File: src/rtl/rom_id_pkg.sv
`timescale 1ns/1ps
package rom_id_pkg;
  typedef enum logic [1:0] {
    ST_IDLE = 2'd0,
    ST_RUN  = 2'd1,
    ST_DONE = 2'd2
  } seq_st_e;

  localparam logic [7:0] CRC8_POLY_REFL = 8'h8C;
endpackage

File: src/rtl/rom_id_seq.sv
`timescale 1ns/1ps
module rom_id_seq
  import rom_id_pkg::*;
#(
  parameter int PAY_W = 56
) (
  input  logic clk_i,
  input  logic rst_ni,
  input  logic start_i,
  output logic load_o,
  output logic shift_o,
  output logic done_o
);
  localparam int CNT_W = $clog2(PAY_W);
  localparam logic [CNT_W-1:0] LAST = CNT_W'(PAY_W - 1);

  seq_st_e          st_q;
  logic [CNT_W-1:0] cnt_q;

  always_ff @(posedge clk_i or negedge rst_ni) begin
    if (!rst_ni) begin
      st_q  <= ST_IDLE;
      cnt_q <= '0;
    end else if (start_i) begin
      st_q  <= ST_RUN;
      cnt_q <= '0;
    end else if (st_q == ST_RUN) begin
      cnt_q <= cnt_q + 1'b1;
      if (cnt_q == LAST) st_q <= ST_DONE;
    end
  end

  // start wins over an in-flight shift
  assign load_o  = start_i;
  assign shift_o = (st_q == ST_RUN) && !start_i;
  assign done_o  = (st_q == ST_DONE);
endmodule

File: src/rtl/rom_id_field.sv
`timescale 1ns/1ps
module rom_id_field #(
  parameter int              FAM_W  = 8,
  parameter int              LO_W   = 32,
  parameter int              HI_W   = 16,
  parameter logic [FAM_W-1:0] FAMILY = 8'hCF,
  parameter logic [HI_W-1:0]  SER_HI = 16'hCF1D,
  localparam int             PAY_W  = FAM_W + LO_W + HI_W
) (
  input  logic             clk_i,
  input  logic             rst_ni,
  input  logic             load_i,
  input  logic             shift_i,
  input  logic [LO_W-1:0]  serial_i,
  output logic [PAY_W-1:0] payload_o,
  output logic             bit_o
);
  logic [LO_W-1:0]  ser_q;
  logic [PAY_W-1:0] sh_q;

  always_ff @(posedge clk_i or negedge rst_ni) begin
    if (!rst_ni) begin
      ser_q <= '0;
      sh_q  <= '0;
    end else if (load_i) begin
      ser_q <= serial_i;
      sh_q  <= {SER_HI, serial_i, FAMILY};
    end else if (shift_i) begin
      sh_q  <= {1'b0, sh_q[PAY_W-1:1]};
    end
  end

  assign payload_o = {SER_HI, ser_q, FAMILY};
  assign bit_o     = sh_q[0];
endmodule

File: src/rtl/rom_id_crc.sv
`timescale 1ns/1ps
module rom_id_crc #(
  parameter int               CRC_W = 8,
  parameter logic [CRC_W-1:0] POLY  = 8'h8C
) (
  input  logic             clk_i,
  input  logic             rst_ni,
  input  logic             clear_i,
  input  logic             en_i,
  input  logic             bit_i,
  output logic [CRC_W-1:0] crc_o
);
  logic [CRC_W-1:0] crc_q, crc_d;
  logic             fb;

  always_comb begin
    fb    = bit_i ^ crc_q[0];
    crc_d = {1'b0, crc_q[CRC_W-1:1]};
    if (fb) crc_d = crc_d ^ POLY;
  end

  always_ff @(posedge clk_i or negedge rst_ni) begin
    if (!rst_ni)      crc_q <= '0;
    else if (clear_i) crc_q <= '0;
    else if (en_i)    crc_q <= crc_d;
  end

  assign crc_o = crc_q;
endmodule

File: src/rtl/rom_id_builder.sv
`timescale 1ns/1ps
module rom_id_builder
  import rom_id_pkg::*;
#(
  parameter int               FAM_W    = 8,
  parameter int               LO_W     = 32,
  parameter int               HI_W     = 16,
  parameter int               CRC_W    = 8,
  parameter logic [FAM_W-1:0] FAMILY   = 8'hCF,
  parameter logic [HI_W-1:0]  SER_HI   = 16'hCF1D,
  parameter logic [CRC_W-1:0] CRC_POLY = CRC8_POLY_REFL,
  localparam int              PAY_W    = FAM_W + LO_W + HI_W,
  localparam int              ROM_W    = PAY_W + CRC_W
) (
  input  logic             clk_i,
  input  logic             rst_ni,
  input  logic             start_i,
  input  logic [LO_W-1:0]  serial_i,
  output logic             valid_o,
  output logic [ROM_W-1:0] rom_o
);
  logic             load, shift, bit_s;
  logic [PAY_W-1:0] payload;
  logic [CRC_W-1:0] crc;

  rom_id_seq #(.PAY_W(PAY_W)) u_seq (
    .clk_i   (clk_i),
    .rst_ni  (rst_ni),
    .start_i (start_i),
    .load_o  (load),
    .shift_o (shift),
    .done_o  (valid_o)
  );

  rom_id_field #(
    .FAM_W  (FAM_W),
    .LO_W   (LO_W),
    .HI_W   (HI_W),
    .FAMILY (FAMILY),
    .SER_HI (SER_HI)
  ) u_field (
    .clk_i     (clk_i),
    .rst_ni    (rst_ni),
    .load_i    (load),
    .shift_i   (shift),
    .serial_i  (serial_i),
    .payload_o (payload),
    .bit_o     (bit_s)
  );

  rom_id_crc #(.CRC_W(CRC_W), .POLY(CRC_POLY)) u_crc (
    .clk_i   (clk_i),
    .rst_ni  (rst_ni),
    .clear_i (load),
    .en_i    (shift),
    .bit_i   (bit_s),
    .crc_o   (crc)
  );

  assign rom_o = {crc, payload};
endmodule

File: config.mk
export PLATFORM = sky130hd
export DESIGN_NAME = rom_id_builder
export DESIGN_NICKNAME = d
export VERILOG_FILES = /design/src/rtl/rom_id_pkg.sv /design/src/rtl/rom_id_seq.sv /design/src/rtl/rom_id_field.sv /design/src/rtl/rom_id_crc.sv /design/src/rtl/rom_id_builder.sv
export SDC_FILE = /design/constraint.sdc
export NUM_CORES = 1
export LEC_CHECK = 0
export ABC_AREA = 1
export BUFFER_PORTS_ARGS = -buffer_cell sky130_fd_sc_hd__buf_2
export CAP_MARGIN = 15
export CORE_ASPECT_RATIO = 0.5
export CORE_UTILIZATION = 31
export CTS_CLUSTER_SIZE = 16
export DETAILED_ROUTE_END_ITERATION = 6
export GPL_ROUTABILITY_DRIVEN = 0
export GPL_TIMING_DRIVEN = 0
export PLACE_DENSITY = 0.62
export SLEW_MARGIN = 20
export SYNTH_ARGS = -nofsm -noshare
export SYNTH_HDL_FRONTEND = slang
export SYNTH_SLANG_ARGS = --single-unit
export TNS_END_PERCENT = 50
File: constraint.sdc
create_clock -name clk_i -period 1.5 [get_ports clk_i]
set_clock_uncertainty 0.05 [all_clocks]
set_input_delay 0.075 -clock clk_i [delete_from_list [all_inputs] [get_ports clk_i]]
set_output_delay 0.075 -clock clk_i [all_outputs]
set_load 0.1 [all_outputs]
==> results of run 1 <==
==> power by group through the flow <==
stage	clock network, W	registers [W]	logic, W
final	0.00254	0.00312	0.00163
after global routing	0.00269	0.00314	0.00173
after global placement	0	0.00316	0.00154
after floorplan	0	0.00382	0.000596
after CTS	0.00260	0.00312	0.00164
after detailed placement	0	0.00317	0.00156
==> cells in the final DEF, fill, tap and decap left out, drive strengths merged <==
cell type,count
o21ai,8
inv,57
nand2,153
nand4,1
clkinvlp,2
a31oi,15
a22oi,15
o211ai,16
nor2,24
nand3b,1
clkinv,1
o22ai,10
buf,110
conb,24
nand3,4
dlygate4sd3,37
bufinv,2
a21oi,6
dfrtp,104
a22o,1
o22a,1
clkbuf,22
ha,1
==> synthesized netlist by cell type, drive strengths merged <==
master / count
conb: 2
ha: 1
o211ai: 16
o22a: 1
a22o: 1
inv: 57
buf: 39
a31oi: 15
clkbuf: 7
a21oi: 6
o22ai: 10
nand4: 1
nand3b: 1
nand3: 4
a22oi: 15
nor2: 24
dfrtp: 104
nand2: 153
o21ai: 8
==> cell type report <==
class / count / area (um2) / share of cell area
buffer: 46 / 336.6 / 0.05811
clock buffer: 11 / 242.7 / 0.04191
clock inverter: 5 / 80.08 / 0.01383
inverter: 57 / 216.5 / 0.03737
multi-input combinational: 280 / 1297 / 0.2240
sequential: 104 / 2604 / 0.4496
tap: 192 / 240.2 / 0.04148
timing repair buffer: 112 / 774.5 / 0.1337
==> metal layers <==
metal / up-vias / part of all wire / global-route usage
met5: - / 0 / 0
met4: 0 / 0.0094 / 0.04259
met3: 9 / 0.044 / 0.03922
met2: 65 / 0.46 / 0.2284
met1: 1611 / 0.48 / 0.1972
li1: 1722 / - / -
==> worst max-delay path by stage <==
stage	from	end	slack, ps	cells past startpoint
CTS	u_seq.st_q[0]	valid_o	30	2
global placement	rst_ni	u_crc.crc_o[0]	-1090	1
global route	u_seq.st_q[1]	u_field.sh_q[39]	-1	6
finish	u_seq.st_q[0]	valid_o	50	2
detailed placement	u_seq.st_q[1]	u_field.sh_q[39]	80	6
floorplan	u_crc.crc_o[4]	u_crc.crc_o[3]	120	4
==> kinds of logic after synthesis <==
| kind of cell | count (synthesis) | synth area share |
|---|---|---|
| other cells | 2 | 0.001725 |
| simple gates | 183 | 0.1644 |
| buf+inv | 103 | 0.1236 |
| flops | 104 | 0.5979 |
| compound gates | 72 | 0.1095 |
| fa+ha+maj | 1 | 0.002874 |
==> what timing repair did <==
item / in CTS / in global routing
resized for setup: 0 / 7
hold buffers: 37 / 0
endpoints found under the hold margin: 166 / 0
setup buffers: 0 / 0
endpoints found under the setup margin: 0 / 40
==> sequential cells by signal, summed over array words and instances, names as in the netlist <==
name,cells
u_field.ser_q,32
u_crc.crc_o,8
u_seq.st_q,2
u_seq.cnt_q,6
u_field.sh_q,56
==> stage by stage <==
| stage | setup TNS (ps) | utilization | power [W] | worst slack (ps) |
|---|---|---|---|---|
| global route | -1.003 | 0.4251 | 0.007563 | -1.003 |
| global placement | -93480 | 0.3706 | 0.004706 | -1091 |
| detailed placement | 0 | 0.3731 | 0.004731 | 84.82 |
| CTS | 0 | 0.4240 | 0.007355 | 30.07 |
| finish | 0 | 0.4251 | 0.007287 | 47.19 |
| floorplan | 0 | - | 0.004414 | 124.2 |
==> tightest hold or removal path: cells and delay by family <==
| family | cells | cell delay [ps] |
|---|---|---|
| buffers and inverters | 1 | 130 |
| AND/OR/NAND/NOR | 1 | 90 |
| AO/OA/AOI/OAI | 1 | 80 |
==> impl.org, run 1 <==
** Outcome
- Result of the run :: finished, final reports clean

** Power
- Cell internal power was estimated by the tool at 0.004865 W.
- Static leakage :: 3.012 nW
- Of the total power, the share spent switching nets is 0.3324.
- The share of total power dissipated in sequential elements is 0.428.
- The share of total power dissipated in combinational logic is 0.223.
- Dividing total power by cell area gives a power density of 1258 nW/um2.
- Across the VDD grid, the largest voltage drop is 0.0005472 V.
- For this design the total switching power over the nets is 0.002422 W.
- Clock Power Share :: 0.349

** Clocking
- The clock passes through at most 2 buffers.
- Clock network latency to the later pin of the worst-skew pair :: around 350 ps
- Clock tree from TritonCTS :: built
- Clock tree sinks :: around 100
- Number of clock buffers inserted by TritonCTS :: 9
- Clock-pin slew was measured on the worst setup and hold paths at roughly 70 ps.
- CTS H-Tree Depth :: 3
- Cell at the root of the clock tree :: clkbuf_16

** Yosys
- The share of the Yosys chip area taken by registers is 0.5979.
- Synthesis produced a netlist whose cell count is 465.
- Cell area after synthesis :: 4353 um2
- Biggest area contributors in the synthesized netlist :: dfrtp_1, nand2_1, inv_1, buf_4, o211ai_1
- Post-synth cell types :: 27
- During synthesis, Yosys emitted a total of 0 warnings.
- The synthesized design spends more area on one cell type than any other, namely dfrtp_1.
- Post-synthesis average cell area :: roughly 9.4 um2
- Post-synthesis sequential element count :: roughly 100
- The share of synthesized area in the top cell type comes to 0.5979.

** Final layout
- The filler cells instantiated in the layout total 1334.
- Number of antenna repair diodes :: 0
- Final layout net count :: about 650
- The finished layout holds roughly 800 standard cells, fillers aside.
- Share of final-layout standard cells stronger than drive strength 1 :: 0.2228
- From synthesis to final layout, the design area changed by 33.06%.
- The finished cells cover 5792 um2.

** Placed design
- DP Wirelength :: 6563 um
- Number of buffers inserted by port buffering :: 74
- The number of placed instances, taps included, is 754.
- Once placement finished, the instance area stood at 5084 um2.

** Worst setup path
- Type of element launching the critical path :: flip-flop
- Category of the worst setup path capture point :: output port
- Reg2reg end :: u_field.sh_q[39]
- Worst flop-to-flop path startpoint :: u_seq.st_q[1]
- For this run, the slowest stage of the critical path takes 440 ps.
- Library cell contributing the largest single delay on the critical path :: dfrtp_1
- Internal reg-to-reg setup slack :: 110 ps
- Worst path required time :: 1370 ps
- Buffers and inverters on the worst path :: 1
- Critical path fanouts, max :: 4
- CP Class :: reg2out
- Chain of cells forming the critical path :: nor2_2 -> buf_2
- Arrival time worst endpoint :: 1330 ps
- Logic depth of the worst register-to-register path :: 6
- On the critical path the largest part of the delay comes from flip-flops.

** STA
- The max-slew violation count is 0.
- The routed design could run at a clock period as short as 1453 ps.
- Dividing the final minimum period by the clock period gives 0.9685.
- Final setup vio count :: 0
- Headroom to the max-slew limit came out at 0.6215.
- At the pin with the least slew margin, the transition time is 567.8 ps.
- Number of hold violations in the final report :: 0
- Max Clock Freq :: between 600 and 700 MHz
- Min Hold Slack :: ~10 ps

** Detailed routing
- Wire length after detailed routing :: approximately 9900 um
- Post-route ant nets :: 0
- Number of detailed-routing iterations run before antenna repair :: 5
- In the final routed layout, each cell accounts on average for 12.21 um.
- First-iteration detailed-routing DRC count :: 189
- The routed layout has 3407 vias.
- Vias/cell :: 4.222
- For this run, design rule violations remaining after detail routing come to 0.

** Global route
- Global-route usage over all layers :: 0.1453
- Via count of the first global-routing pass :: 3295
- Number of antenna violations at the first check in global routing :: 0
- The total overflow left after global routing is 0.
- The first global-routing pass estimated 16490 um of wire.
- Entering global routing, the biggest net connects 74 pins.

** Min path
- Start point of the worst hold path :: start_i
- Path category of the worst min-delay check :: in2reg
- The worst hold path terminates at u_field.sh_q[10].
- Number of stages on the worst hold path :: 3

** Floorplan
- Number of cell rows :: 30
- Effective utilization at floorplan :: 0.3195
- Chip height :: 85.79 um
- Die area :: approximately 15000 um2
- Placeable core area :: ~14000 um2
- The die is 169.6 um wide.
- IO Count :: 100

** Job
- Max-cap violations in this run came to 0.
No activity file was read; power rests on OpenSTA's default activity.
==> run 2, diff against run 1 <==
Settings changed: ABC_AREA 1 to unset.
==> impl.org, run 2 <==
** Outcome
- The flow ran to the end, and the final reports show no timing, DRC or antenna violations.

** Power
- Sw Pwr :: 0.002375 W (-1.9%)
- The leakage power of the design came to 2.744 nW (-8.9%).
- The maximum VDD drop was 0.0005812 V (+6.2%).
- Power density over the cells :: 1198 nW/um2 (-4.8%)
- Tot Pwr :: 0.007052 W (-3.2%)
- The proportion of power drawn by combinational gates is 0.225 (+0.002).
- Clock Power Share :: 0.331 (-0.018)
- Switching part of the total :: 0.3367 (+0.004365)
- Reg power frac :: 0.444 (+0.016)
- Cell-internal power :: 0.004677 W (-3.9%)

** Final layout
- Share of final-layout standard cells stronger than drive strength 1 :: 0.2386 (+0.01581)
- Most frequent cells in the layout :: dfrtp_1, nand2_1, buf_2
- Most common cell after layout, fill and taps aside :: dfrtp_1
- The number of flip-flops in the largest register is 56 (unchanged).
- Final layout net count :: 622 (-3.7%)
- Relative to the synthesized area, the layout overhead comes to 32.32%.
- Number of antenna repair diodes :: 0 (unchanged)
- Top reg by flops :: u_field.sh_q
- Final core area utilization :: 0.4272 (+0.002179)

** Yosys
- Sequential element share of the synthesized area :: 0.5851 (-0.01278)
- Share of the synthesized area in the top cell type :: 0.5851 (-0.01278)
- Async set-reset flop share out of synthesis :: 1.000 (unchanged)
- The synthesis-stage register bit count came to 104 (unchanged).
- The count of warnings emitted by yosys came to 0 (unchanged).
- Cell area after synthesis :: 4448 um2 (+2.2%)
- In the synthesized netlist the dominant register cell turns out to be dfrtp_1.
- Of all cell types, the one taking the most synthesized area is dfrtp_1.
- The post-synthesis instance total was 443 (-4.7%).
- Most frequent cell after synthesis :: dfrtp_1
- The number of different library cells in the post-synthesis netlist came to 26 (-3.7%).
- Top cell types by occurrence after synthesis :: dfrtp_1, nand2_1, o21ai_0
- In the post-synthesis netlist, the biggest area contributors are dfrtp_1, nand2_1, o21ai_0, mux2i_1, buf_4.
- The number of enable-type register cells in the synthesized netlist came to 0 (unchanged).
- Post-synthesis average cell area :: 10.04 um2 (+7.3%)

** Detailed routing
- First-iteration detailed-routing DRC count :: 151 (-20%)
- The total number of vias is 3386 (-0.62%).
- Number of detailed-routing iterations run before antenna repair :: 4 (-1)
- Average wire per standard cell :: 12.77 um (+4.6%)
- The residual DRC count was 0 (unchanged).
- The post-detailed-route via-to-cell ratio came to 4.324 (+2.4%).
- Post-route ant nets :: 0 (unchanged)
- Wire length after detailed routing :: 9998 um (+1.5%)

** STA
- The total negative slack came to 0 ps (unchanged).
- Transition time at the pin with the least slew margin :: 604.5 ps (+36.72 ps)
- Min Hold Slack :: 86.53 ps (+76.07 ps)
- Slew Viols, Final :: 0 (unchanged)
- The post-route clock period utilization was 0.9737 (+0.005198).
- The number of setup violations in the final report was 0 (unchanged).
- The tightest slew margin relative to the limit came to 0.5970 (-0.02448).
- Number of hold violations in the final report :: 0 (unchanged)
- RSZ-0062 raised after global routing :: yes
- The maximum frequency from static timing analysis came to 684.6 MHz (-0.53%).
- The clock period minus final worst setup slack is 1461 ps (+7.797 ps).

** Floorplan
- Horizontal extent of the die :: 171.4 um (+1.1%)
- Effective utilization at floorplan :: 0.3229 (+0.003421)
- The number of primary I/O pins is 100 (unchanged).
- Number of cell rows :: 30 (unchanged)
- The core outline area is 13780 um2 (+1.1%).
- Chip height :: 86.70 um (+1.1%)
- Die area :: 14860 um2 (+2.1%)

** Global route
- Global-route usage over all layers :: 0.1438 (-0.001518)
- Via count of the first global-routing pass :: 3437 (+4.3%)
- The initial antenna violation count is 0 (unchanged).
- The overall overflow remaining after global route was 0 (unchanged).
- Maximum number of pins on one net before global-route repair :: 64 (-14%)
- Wire length of the first global-routing pass :: 16410 um (-0.50%)

** Worst setup path
- The signal on the critical path passes through nand2b_4 -> buf_6 -> or4_4 -> a21oi_2.
- CP Class :: reg2reg
- The largest fanout on the critical path came to 7 (+3).
- The largest incremental delay on the critical path was 510 ps (+70 ps).
- Library cell contributing the largest single delay on the critical path :: or4_4
- Kind of cell adding the most delay to the critical path :: simple AND/OR/NAND/NOR gates
- Category of the worst setup path capture point :: flip-flop
- Worst path required time :: 1720 ps (+350 ps)
- Type of element launching the critical path :: flip-flop
- The buffering stage count on the worst path with inverters included is 1 (unchanged).
- Arrival time worst endpoint :: 1680 ps (+350 ps)

** Clocking
- Clock transition at the registers of the reported paths :: 70 ps (about the same)
- Clock network latency to the later pin of the worst-skew pair :: 340 ps (about the same)
- The maximum level of the CTS H-tree came to 3 (unchanged).
- The total number of clock tree sinks is 104 (unchanged).
- Number of clock buffers inserted by TritonCTS :: 9 (unchanged)
- Worst-case clock buffer depth :: 2 (unchanged)
- Cell at the root of the clock tree :: clkbuf_16
- Clock tree from TritonCTS :: built

** Job
- The number of maximum-capacitance constraint violations came to 0 (unchanged).

** Placed design
- DP Wirelength :: 6693 um (+2.0%)
- Number of buffers inserted by port buffering :: 74 (unchanged)

** Min path
- Path category of the worst min-delay check :: in2reg
## run 2: changes by cell type after synthesis, moves of 10 or more
cell	change
a21oi_1	+11
a22oi_1	-15
a31oi_1	-15
inv_1	-21
mux2i_1	+32
nand2_1	-59
nand3b_1	+17
nor2_1	-18
o211ai_1	-16
o21ai_0	+62
o22ai_1	-10
## run 2: worst paths after layout
check | from | cells after the start | slack (ps) | end
worst max register to register | u_seq.st_q[1] | 4 | 40 | u_seq.cnt_q[5]
max in group asynchronous | rst_ni | 3 | 520 | u_field.sh_q[29]
worst min register to register | u_field.sh_q[55] | 1 | 440 | u_field.sh_q[55]
min in group asynchronous | rst_ni | 2 | 230 | u_field.sh_q[49]
worst min-delay path | start_i | 2 | 90 | u_field.sh_q[14]
worst max-delay path | u_seq.st_q[1] | 4 | 40 | u_seq.cnt_q[5]
## run 2: power groups by stage
| stage | sequential [W] | combinational, W | clock (W) |
|---|---|---|---|
| 2_1_floorplan | 0.00384 | 0.000555 | 0 |
| 3_5_place_dp | 0.00319 | 0.00152 | 0 |
| 4_1_cts | 0.00313 | 0.00159 | 0.00242 |
| 3_3_place_gp | 0.00318 | 0.00149 | 0 |
| 6_report | 0.00313 | 0.00159 | 0.00233 |
| 5_1_grt | 0.00316 | 0.00168 | 0.00251 |
## run 2: what timing repair did
item,4_1_cts,5_1_grt
hold buffers,33,0
gates resized for setup,5,21
setup endpoints to repair,24,24
endpoints found under the hold margin,126,0
pin swaps,1,2
cloned,0,0
buffers inserted,2,0
## run 2: area by class of cell
type / count / area (um2)
plain buffers: 51 / 345.3
clock inverters: 4 / 45.04
clock buffers: 12 / 246.5
repair buffers: 110 / 744.5
fillers: 1344 / 7890
flip-flops and latches: 104 / 2605
inverters: 34 / 127.6
multi-input cells: 276 / 1531
well taps: 192 / 240.2
## run 2: logic make-up after synthesis
kind of cell	Yosys count	share of synthesized area
mux	33	0.07454
buf+inv	85	0.09761
xor+xnor	3	0.005908
fa+ha+maj	1	0.002812
flops	104	0.5851
other cells	2	0.001688
simple gates	129	0.1333
compound gates	86	0.09901
## run 2: layer usage
metal,track usage,vias up,part of all wire
met3,0.03653,15,0.033
met4,0.04951,0,0.018
met1,0.1817,1620,0.47
met2,0.2413,74,0.48
met5,0,-,0
li1,-,1677,-
## run 2: through the flow
stage / cell area (um2) / setup slack (ps) / cells
4_1_cts: 5819 / 1.624 / 783
5_1_grt: 5886 / -13.71 / 783
2_1_floorplan: 4536 / -51.23 / 465
6_report: 5886 / 39.39 / 783
3_3_place_gp: 5146 / -1061 / 731
3_5_place_dp: 5172 / -69.26 / 732
==> run 3, diff against run 2 <==
Settings changed: CORE_MARGIN set to 2.
Clock period 1.5 ns to 1.37 ns, I/O delays scaled along.
==> impl.org, run 3 (same netlist as run 2, synthesis figures left out) <==
** Worst setup path
- The worst setup path is captured at a flip-flop.
- The worst setup path is of the reg2reg kind.
- The largest fanout on the critical path was 4 (-3).
- Type of element launching the critical path :: flip-flop
- Kind of cell adding the most delay to the critical path :: simple AND/OR/NAND/NOR gates
- The critical path data arrival time was 1630 ps (-50 ps).
- The signal on the critical path passes through buf_4 -> buf_6 -> nand3_4 -> or4_4 -> a21oi_2.
- The required time of the worst setup path was 1590 ps (-130 ps).
- The buffering stage count on the worst path with inverters included came to 2 (+1).
- The slowest stage of the critical path belongs to the cell or4_4.
- The largest incremental delay on the critical path was 490 ps (-20 ps).

** STA
- The hold violation total from the final report was 0 (unchanged).
- Setup repair after global routing could not meet its margin everywhere.
- Shortest period the worst path allows :: 1411 ps (-49.73 ps)
- Final setup vio count :: 3 (+3)
- The post-route clock period utilization was 1.030 (+0.05610).
- The maximum frequency from static timing analysis is 708.8 MHz (+3.5%).
- Max-Slew Margin vs Limit :: 0.6378 (+0.04078)
- The max-slew violation count came to 0 (unchanged).
- The actual slew at the worst max-slew pin came to 543.3 ps (-61.18 ps).
- The least setup slack across all paths after layout came to -40.88 ps (-80.27 ps).
- Final setup TNS :: -79.52 ps (-79.52 ps)

** Clocking
- The source-to-sink clock delay at the later pin of the worst-skew pair came to 350 ps (about the same).
- The number of CTS-inserted buffers is 9 (unchanged).
- Clock tree sinks :: 104 (unchanged)
- The clock transition at the registers of the reported paths came to 70 ps (about the same).
- The maximum level of the CTS H-tree is 3 (unchanged).
- Worst-case clock buffer depth :: 2 (unchanged)
- The cell sitting at the root of the clock tree is a clkbuf_16.
- TritonCTS built the clock tree.

** Global route
- Number of antenna violations at the first check in global routing :: 0 (unchanged)
- Maximum number of pins on one net before global-route repair :: 63 (-1.6%)
- Via count of the first global-routing pass :: 3323 (-3.3%)
- In this run the most used layer during global routing was met2.
- Met3 Track Usage GR :: 0.03265 (-0.003884)
- The overall overflow remaining after global route was 0 (unchanged).
- The met2 layer usage reported by global route is 0.2324 (-0.008952).
- The wire length of the first global-routing pass came to 16570 um (+0.96%).
- The overall global routing resource usage is 0.1372 (-0.006608).
- Met1 Usage GRT :: 0.1782 (-0.003455)

** Detailed routing
- Average wire per standard cell :: 12.84 um (+0.54%)
- Vias/cell :: 4.356 (+0.73%)
- Number of detailed-routing iterations run before antenna repair :: 4 (unchanged)
- DR DRC count :: 0 (unchanged)
- Vias post-DR :: 3428 (+1.2%)
- Post-route ant nets :: 0 (unchanged)
- First-iteration detailed-routing DRC count :: 219 (+45%)
- Wire length after detailed routing :: 10100 um (+1.1%)

** Final layout
- The number of filler cells placed in the layout came to 1345 (+0.074%).
- The final-stage net count was 627 (+0.80%).
- Ranked by flip-flop count, first place goes to u_field.sh_q.
- Most common cell after layout, fill and taps aside :: dfrtp_1
- Largest register FFs :: 56 (unchanged)
- The number of antenna repair diodes was 0 (unchanged).
- Share of final-layout standard cells stronger than drive strength 1 :: 0.2487 (+0.01016)
- The library cells used most frequently in the layout, excluding fill and tap cells, are dfrtp_1, nand2_1, buf_2.
- Area growth syn-to-layout :: 34.88%

** Power
- Maximum resistive drop on vdd :: 0.0005455 V (-6.1%)
- Power density over the cells :: 1265 nW/um2 (+5.6%)
- The total power came to 0.007591 W (+7.6%).
- The leakage power of the design came to 2.780 nW (+1.3%).

** Placed design
- Number of buffers inserted by port buffering :: 74 (unchanged)
- DP Wirelength :: 6691 um (about the same)

** Floorplan
- Die area :: 15380 um2 (+3.5%)
- The number of rows created at floorplan came to 30 (unchanged).
- Horizontal extent of the die :: 173.4 um (+1.2%)
- Placeable core area :: 13780 um2 (unchanged)
- The number of primary I/O pins was 100 (unchanged).
- Effective utilization at floorplan :: 0.3229 (unchanged)
- Chip height :: 88.70 um (+2.3%)

** Outcome
- The final reports fail on negative setup slack.
- Result of the run :: complete, but fails checks

** Min path
- The min-delay analysis places its worst path in the category in2reg.

** Job
- Max-cap violation count :: 0 (unchanged)
## run 3: worst paths after layout
path | cells past startpoint | startpoint | to | slack, ps
min in group asynchronous | 2 | rst_ni | u_field.sh_q[49] | 160
min reg2reg | 1 | u_field.sh_q[55] | u_field.sh_q[55] | 430
max | 5 | u_seq.cnt_q[1] | u_seq.cnt_q[5] | -40
max reg2reg | 5 | u_seq.cnt_q[1] | u_seq.cnt_q[5] | -40
max in group asynchronous | 3 | rst_ni | u_field.ser_q[14] | 460
min | 2 | start_i | u_field.sh_q[10] | 60
## run 3: repair_timing
action | CTS | global route
setup buffers | 6 | 3
gates resized for setup | 24 | 21
hold endpoints to repair | 106 | 0
hold buffers | 33 | 0
gates cloned | 0 | 0
endpoints found under the setup margin | 63 | 52
pin swaps | 8 | 3
## run 3: report_power, final
group	total [W]	leakage, nW	switching (W)	internal [W]
combinational	0.00177	1.41	0.00138	0.000381
sequential	0.00343	1.24	0.000131	0.00330
clock	0.00239	0.130	0.00107	0.00133
total	0.00759	2.78	0.00258	0.00501
## run 3: metal layers
metal	wire length (um)	part of all wire
met5	0	0
met4	79	0.0078
met1	4855	0.48
met3	409	0.040
met2	4758	0.47
## run 3: layout make-up
class                   count  area [um2]  area share
flip-flops and latches    104        2610      0.4350
multi-input cells         276        1570      0.2617
repair buffers            116       819.5      0.1366
plain buffers              50       364.1     0.06069
clock buffers              15       267.8     0.04463
well taps                 192       240.2     0.04004
inverters                  34       127.6     0.02127
## run 3: stage by stage
stage | std cells | hold WS, ps | instance area [um2] | setup slack [ps] | util
final | 787 | 58.25 | 6000 | -40.88 | 0.4355
after global routing | 787 | 127.0 | 6000 | -104.1 | 0.4355
after CTS | 786 | 68.71 | 5922 | -39.56 | 0.4299
after detailed placement | 732 | -21.02 | 5202 | -194.0 | 0.3777
after global placement | 731 | 251.5 | 5169 | -1379 | 0.3752
after floorplan | 465 | -277.1 | 4558 | -88.84 | -
